$ cat src/rtl/irq_ack_seq.sv
module irq_ack_seq #(
  parameter int RST_MIN  = 15,
  parameter int VEC_W    = 8,
  parameter int NMI_SLOT = 2
) (
  input  logic             clk,
  input  logic             rst_in,
  input  logic             int_en,
  input  logic             intr,
  input  logic             nmi,
  input  logic             iret_in,
  input  logic             bus_done,
  input  logic [VEC_W-1:0] bus_data,
  output logic             tick,
  output logic             reset_taken,
  output logic             ack_req,
  output logic             bus_lock,
  output logic [2:0]       bus_code,
  output logic             vec_valid,
  output logic [VEC_W-1:0] vec_num,
  output logic             vec_nmi
);

  localparam int CW = $clog2(RST_MIN + 1);
  localparam logic [2:0] CODE_ACK  = 3'b000;
  localparam logic [2:0] CODE_IDLE = 3'b001;

  typedef enum logic [1:0] {S_IDLE, S_ACK1, S_ACK2} st_t;

  st_t         state;
  logic [CW-1:0] rcnt;
  logic        nmi_q, nmi_blk, nmi_pend;
  logic        en, nmi_edge, take_nmi, take_int, int_fin;

  always_ff @(posedge clk)
    if (!rst_in)                   rcnt <= '0;
    else if (rcnt != CW'(RST_MIN)) rcnt <= rcnt + 1'b1;

  assign reset_taken = rst_in && (rcnt == CW'(RST_MIN));

  always_ff @(posedge clk)
    if (reset_taken) tick <= 1'b0;
    else             tick <= ~tick;

  assign en       = tick;
  assign nmi_edge = nmi && !nmi_q;
  assign take_nmi = (state == S_IDLE) && !nmi_blk && (nmi_edge || nmi_pend);
  assign take_int = (state == S_IDLE) && !take_nmi && intr && int_en;
  assign int_fin  = (state == S_ACK2) && bus_done;

  always_ff @(posedge clk) begin
    if (reset_taken) begin
      state    <= S_IDLE;
      nmi_q    <= nmi;
      nmi_blk  <= 1'b0;
      nmi_pend <= 1'b0;
      vec_num  <= '0;
      vec_nmi  <= 1'b0;
    end else if (en) begin
      nmi_q <= nmi;
      if (take_nmi)     nmi_blk <= 1'b1;
      else if (iret_in) nmi_blk <= 1'b0;
      if (take_nmi)
        nmi_pend <= 1'b0;
      else if (nmi_edge && (nmi_blk || state != S_IDLE))
        nmi_pend <= 1'b1;
      case (state)
        S_IDLE: if (take_int) state <= S_ACK1;
        S_ACK1: if (bus_done) state <= S_ACK2;
        S_ACK2: if (bus_done) state <= S_IDLE;
        default: state <= S_IDLE;
      endcase
      if (take_nmi) begin
        vec_num <= VEC_W'(NMI_SLOT);
        vec_nmi <= 1'b1;
      end else if (int_fin) begin
        vec_num <= bus_data;
        vec_nmi <= 1'b0;
      end
    end
  end

  always_ff @(posedge clk)
    if (reset_taken) vec_valid <= 1'b0;
    else             vec_valid <= en && (take_nmi || int_fin);

  assign ack_req  = (state != S_IDLE);
  assign bus_lock = ack_req;
  assign bus_code = ack_req ? CODE_ACK : CODE_IDLE;

  AST_INT_GATED: assert property (@(posedge clk) disable iff (reset_taken)
    $rose(ack_req) |-> $past(intr && int_en));
  AST_LOCK_HELD: assert property (@(posedge clk) disable iff (reset_taken)
    $fell(ack_req) |-> ($past(bus_done) || $past(reset_taken)));
  AST_NMI_SLOT: assert property (@(posedge clk) disable iff (reset_taken)
    (vec_valid && vec_nmi) |-> (vec_num == VEC_W'(NMI_SLOT)));
  AST_NMI_NO_BUS: assert property (@(posedge clk) disable iff (reset_taken)
    (vec_valid && vec_nmi) |-> !ack_req);
  AST_NMI_UNBLOCKED: assert property (@(posedge clk) disable iff (reset_taken)
    (vec_valid && vec_nmi) |-> !$past(nmi_blk));
  AST_RST_IDLE: assert property (@(posedge clk)
    reset_taken |=> (!ack_req && !vec_valid));
  AST_TICK_RISE: assert property (@(posedge clk) disable iff (reset_taken)
    !tick |=> tick);
  AST_TICK_FALL: assert property (@(posedge clk) disable iff (reset_taken)
    tick |=> !tick);
  AST_VEC_PULSE: assert property (@(posedge clk) disable iff (reset_taken)
    vec_valid |=> !vec_valid);

endmodule

$ cat config.mk
export PLATFORM = sky130hd
export DESIGN_NAME = irq_ack_seq
export DESIGN_NICKNAME = d
export VERILOG_FILES = /design/src/rtl/irq_ack_seq.sv
export SDC_FILE = /design/constraint.sdc
export NUM_CORES = 1
export LEC_CHECK = 0
export ABC_AREA = 1
export BUFFER_PORTS_ARGS = -buffer_cell sky130_fd_sc_hd__buf_2
export CORE_UTILIZATION = 52
export DETAILED_ROUTE_END_ITERATION = 10
export GPL_ROUTABILITY_DRIVEN = 0
export GPL_TIMING_DRIVEN = 0
export PLACE_DENSITY_LB_ADDON = 0.1
export SLEW_MARGIN = 20
export SYNTH_ARGS = -nofsm -noshare
export SYNTH_HDL_FRONTEND = slang
export SYNTH_SLANG_ARGS = --single-unit
$ cat constraint.sdc
create_clock -name clk -period 2.1 [get_ports clk]
set_input_delay 0.315 -clock clk [delete_from_list [all_inputs] [get_ports clk]]
set_output_delay 0.315 -clock clk [all_outputs]
set_load 0.01 [all_outputs]
==> impl_results.md, run 1 <==
- Final hold violations: 0
- Area of the multi-input gates: 433 sq um
- Final setup skew: 1.54 ps
- Overflow after GRT: 0
- GRT Util Overall: 0.185
- Power density over the cells: 1080 nW/um^2
- Critical Path Max Stage Delay: 380 ps
- Slowest CP cell: dfxtp_1
- WL per Instance: 9.65 microns
- Crit path kind: reg2out
- IO Count: 32
- Drt first pass iters: 4
- Clk root buf: clkbuf_4
- Synth Area in Adders: 0.0132
- YS warnings: 0
- CTS Buf Count: 3
- DP HPWL: 1.30 mm
- Final Power: 1.25 mW
- Clock Pin Slew Worst Setup and Hold Paths: 110 ps
- Final period util: 0.940
- Most frequent CP cell: inv_2
- CTS Hold Buffers Added: 0
- First-pass GRT wire length: 2.63 mm
- Total negative setup slack: 0 ps
- Vias per inst: 4.57
- Crit path max-delay family: buffers and inverters
- Mapped cell area: 945 sq um
- Main combinational cell family by area after synthesis: simple AND/OR/NAND/NOR gates
- Largest net degree at the start of global routing: 12
- Skew-Pair Late Insertion Delay: 300 ps
- Buf/Inv on CP: 4
- Site Rows: 15
- RSZ-0062 raised after global routing: false
- Status: completed
- Die ar.: 1990 sq um
- Core area: 1710 sq um
- Final ANT Viol Nets: 0
- Initial antenna violation count: 0
- Routed WL: 1.64 mm
- Cells after synthesis: 111
- Layout cells sized above 1: 0.441
- Filler instances: 159
- Synth area leader: dfxtp_1
- I/O Buffers: 29
- Flops & latches, synth: 20
- Crit-path cells: ha_1, nand2_1, inv_2, nand3_1, inv_2, buf_4, buf_2
- Setup violators final: 0
- Crit path launch: rcnt[0]
- CTS resizes: 0
- Worst EP arrival: 1660 ps
- Sink Count: 20
- Minimum clock period: 1970 ps
- Maximum vdd drop: 0.000736 V
- H-tree levels: 1
- Critical Path Fanout Max: 10
- HP Start: nmi
- Synth top area share: 0.403
- Via count: 777
- Die outline height: 44.6 microns
- DRC errors left: 0
- Worst setup SP type: register
- Worst EP required: 1780 ps
- Crit. End Element: primary output
- Post-CTS setup buffers: 0
- Leakage: 0.585 nW
- Sequential share of the synthesized area: 0.434
- Initial DRC Count: 9
- Register area: 410 sq um
- Max-slew violation count: 0
- XOR/XNOR Fraction of Synth Area: 0
- Max capacitance violation total: 0
- Vias in the first global route: 666
- Area grow syn2layout: 22.9%
- CTS Buffer Depth: 2
- Max frequency: 507 MHz
- Starting Density: 0.553
- Path category of the worst min-delay check: in2reg
- Mux share of post-synthesis cell area: 0
- RR Startpoint: rcnt[0]
- Syn_area_per_cell: 8.51 sq um
- ANT cells: 0
- Library cells used by synthesis: 23
- Nets: 162
- Synth top area cells: dfxtp_1 40%, nand2_1 10%, nand3_2 9.5%
- Die W: 44.6 microns
- Simple-gate share of the synthesized area: 0.286
- Post-synthesis compound-gate area fraction: 0.151
- TritonCTS clock tree: built
## logic make-up (layout without fill, tap and decap cells)
family | count (synthesis) | count (layout)
buffers and inverters | 20 | 53
DFF | 20 | 20
adders and majority gates | 1 | 1
other | 1 | 2
AOI/OAI and AO/OA | 20 | 20
and+or+nand+nor | 49 | 49
## Yosys cell counts, drive strengths merged
cell,n
nand2,27
dfxtp,19
a21oi,14
inv,13
nand3,13
nor2,7
buf,6
o21ai,3
a211oi,1
a221oi,1
clkinv,1
conb,1
edfxtp,1
ha,1
nand4,1
nor3,1
o21bai,1
## report_power, final
group	internal [mW]	switching (mW)	total [mW]
sequential	0.499	0.0770	0.576
clock	0.106	0.114	0.219
combinational	0.214	0.245	0.459
total	0.818	0.435	1.25
## registers in the layout, summed over array words and instances (netlist names)
name / count
vec_nmi: 1
vec_num: 8
nmi_blk: 1
state: 2
tick: 1
vec_valid: 1
nmi_q: 1
rcnt: 4
nmi_pend: 1
## through the flow
step / worst slack (ps) / cells / hold slack, ps / cell area, sq um / utilization
6_report: 127 / 170 / 222 / 1160 / 0.680
3_3_place_gp: 476 / 166 / 454 / 1120 / 0.659
4_1_cts: 123 / 170 / 218 / 1160 / 0.680
2_1_floorplan: 751 / 112 / 414 / 948 / -
5_1_grt: 4.39 / 170 / 211 / 1160 / 0.680
3_5_place_dp: 462 / 166 / 462 / 1120 / 0.659
## worst reg2reg max path, cell delays in order (launching register included)
cell and delay, ps:
dfxtp_1 380, ha_1 170, nand2_1 70, inv_2 80, nand3_1 160, inv_2 130, nor2_1 60, inv_1 70
## final cells by class
type,count,area share
timing repair buffer,29,0.125
sequential,20,0.353
buffer,6,0.0453
inverter,14,0.0453
multi-input combinational,72,0.373
tap,25,0.0269
clock buffer,4,0.0313
## layout by cell type, fill, tap and decap left out, types with 2 or more instances in the layout
cell / netlist / final
buf_2: 0 / 29
nand2_1: 26 / 26
dfxtp_1: 19 / 19
inv_1: 9 / 9
nand3_2: 9 / 9
a21oi_2: 9 / 9
nor2_1: 6 / 6
a21oi_1: 5 / 5
inv_2: 4 / 4
nand3_1: 4 / 4
buf_4: 4 / 4
o21ai_0: 3 / 3
clkbuf_4: 0 / 3
buf_6: 2 / 2
conb_1: 1 / 2
## metal layers
layer | part of all wire | track usage
met5 | 0 | 0
met4 | 0.025 | 0.0909
met3 | 0.053 | 0.0571
met2 | 0.46 | 0.312
met1 | 0.46 | 0.210
## final timing paths
kind | slack (ps) | end | cells past startpoint
max | 130 | reset_taken | 7
min | 220 | nmi_q | 1
max reg2reg | 710 | nmi_q | 7
min reg2reg | 470 | vec_num[5] | 2
No activity file was read; power rests on OpenSTA's default activity.
==> inputs of run 2 (changes only) <==
--- a/config.mk
+++ b/config.mk
@@ -7,7 +7,10 @@
 export LEC_CHECK = 0
 export ABC_AREA = 1
 export BUFFER_PORTS_ARGS = -buffer_cell sky130_fd_sc_hd__buf_2
-export CORE_UTILIZATION = 52
+export CELL_PAD_IN_SITES_DETAIL_PLACEMENT = 0
+export CELL_PAD_IN_SITES_GLOBAL_PLACEMENT = 1
+export CORE_UTILIZATION = 39
+export CTS_BUF_LIST = sky130_fd_sc_hd__clkbuf_4
 export DETAILED_ROUTE_END_ITERATION = 10
 export GPL_ROUTABILITY_DRIVEN = 0
 export GPL_TIMING_DRIVEN = 0
==> impl_results.md, run 2 (synthesis gave the netlist of run 1 again) <==
- Status: completed
- Minimum clock period: 1920 ps (-51.8 ps)
- Largest net degree at the start of global routing: 13 (+1)
- H-tree levels: 1 (unchanged)
- Commonest cells after routing, fill and taps aside: 29 x buf_2, 26 x nand2_1, 19 x dfxtp_1
- Path category of the worst min-delay check: in2reg
- Site Rows: 17 (+2)
- Vias per inst: 4.43 (-3.1%)
- Critical Path Max Stage Delay: 380 ps (about the same)
- Core area: 2250 sq um (+32%)
- Final ANT Viol Nets: 0 (unchanged)
- Skew-Pair Late Insertion Delay: 300 ps (about the same)
- HP Start: nmi
- Crit-path cells: ha_1, nand2_1, inv_2, nand3_1, inv_2, buf_6, buf_2
- Critical Path Fanout Max: 10 (unchanged)
- Area grow syn2layout: 25.4%
- First-pass GRT wire length: 2.73 mm (+3.7%)
- Commonest non-fill, non-tap cell in the layout: buf_2
- Nets: 162 (unchanged)
- Setup violators final: 0 (unchanged)
- Worst EP required: 1780 ps (about the same)
- Filler instances: 227 (+43%)
- Die outline height: 51.2 microns (+15%)
- CTS Buf Count: 3 (unchanged)
- Max-slew violation count: 0 (unchanged)
- Overflow after GRT: 0 (unchanged)
- Layout cells sized above 1: 0.441 (unchanged)
- Maximum vdd drop: 0.000594 V (-19%)
- Hold WS: 212 ps (-9.85 ps)
- RR Startpoint: rcnt[0]
- Registers with the most flip-flops: vec_num: 8 flops, rcnt: 4 flops, state: 2 flops
- Die W: 51.2 microns (+15%)
- DRC errors left: 0 (unchanged)
- Min-Delay Endpoint: nmi_q
- Area of the multi-input gates: 433 sq um (unchanged)
- Worst setup SP type: register
- I/O Buffers: 29 (unchanged)
- R2r endpoint: nmi_q
- Leakage: 0.593 nW (+1.3%)
- Initial antenna violation count: 0 (unchanged)
- DP HPWL: 1.26 mm (-2.9%)
- TritonCTS clock tree: built
- Drt first pass iters: 3 (-1)
- Via count: 766 (-1.4%)
- Vias in the first global route: 679 (+2.0%)
- Final hold violations: 0 (unchanged)
- Max frequency: 520 MHz (+2.7%)
- Clock Pin Slew Worst Setup and Hold Paths: 120 ps (about the same)
- Max capacitance violation total: 0 (unchanged)
- Initial DRC Count: 3 (-6)
- Starting Density: 0.419 (-0.134)
- Final period util: 0.915 (-0.0247)
- RSZ-0062 raised after global routing: false
- Crit. End Element: primary output
- Routed WL: 1.65 mm (+0.55%)
- Crit path kind: reg2out
- Register area: 410 sq um (unchanged)
- Worst EP arrival: 1610 ps (-50 ps)
- Total negative setup slack: 0 ps (unchanged)
- Reg2Reg Setup Slack: 720 ps (about the same)
- Die ar.: 2620 sq um (+32%)
- Hold path cells: 1 (unchanged)
- Final setup skew: 8.95 ps (+7.41 ps)
- CTS resizes: 0 (unchanged)
- Most frequent CP cell: inv_2
- Buf/Inv on CP: 4 (unchanged)
- CTS Buffer Depth: 2 (unchanged)
- GRT Util Overall: 0.140 (-0.0444)
- CTS Hold Buffers Added: 0 (unchanged)
- Power density over the cells: 1130 nW/um^2 (+4.5%)
- Clk root buf: clkbuf_4
- Cells on worst reg2reg path: 7 (unchanged)
- WL per Instance: 9.53 microns (-1.2%)
- Most flops, register: vec_num
- Slowest CP cell: dfxtp_1
- Max reg flops: 8 (unchanged)
- IO Count: 32 (unchanged)
- Post-CTS setup buffers: 0 (unchanged)
- Sink Count: 20 (unchanged)
- Crit path max-delay family: buffers and inverters
- ANT cells: 0 (unchanged)
-- run 2: changes by cell type in the layout (fill, tap and decap cells not counted), sizes merged --
cell    before  now
clkbuf       4    3
bufinv       0    1
-- run 2: worst max-delay path by stage --
stage,start,to,slack [ps],cells past startpoint
CTS,rcnt[0],reset_taken,120,7
floorplan,rcnt[0],reset_taken,750,6
finish,rcnt[0],reset_taken,180,7
detailed placement,rcnt[0],reset_taken,460,7
global placement,rcnt[0],reset_taken,480,7
global route,rcnt[0],reset_taken,40,7
-- run 2: cell type report --
class,count,share of cell area
tap,28,0.0296
multi-input combinational,72,0.365
timing repair buffer,29,0.122
inverter,14,0.0444
sequential,20,0.346
clock buffer,3,0.0190
clock inverter,1,0.0253
buffer,6,0.0475
-- run 2: worst reg2reg max path: cells and delay by family (launching register included) --
kind	cells	cell delay [ps]
fa+ha+maj	1	170
flops	1	380
simple gates	3	280
buf+inv	3	300
-- run 2: where the power goes --
part | switching [mW] | internal (mW)
Clock | 0.117 | 0.193
Sequential | 0.0733 | 0.499
Combinational | 0.242 | 0.214
-- run 2: per-layer routing --
layer | GRT usage | part of all wire | up-vias | routed length [microns]
met5 | 0 | 0 | - | 0
met4 | 0.0676 | 0.0085 | 0 | 14
met3 | 0.0357 | 0.041 | 2 | 68
met2 | 0.226 | 0.44 | 19 | 726
met1 | 0.174 | 0.51 | 323 | 839
li1 | - | - | 422 | -
-- run 2: through the flow --
| stage | worst slack (ps) | power [mW] | std cells | cell area, sq um | util |
|---|---|---|---|---|---|
| floorplan | 751 | 0.896 | 112 | 948 | - |
| global placement | 477 | 1.03 | 169 | 1130 | 0.501 |
| detailed placement | 459 | 1.04 | 169 | 1130 | 0.501 |
| CTS | 116 | 1.36 | 173 | 1180 | 0.524 |
| global route | 39.9 | 1.43 | 173 | 1180 | 0.526 |
| finish | 178 | 1.34 | 173 | 1180 | 0.526 |
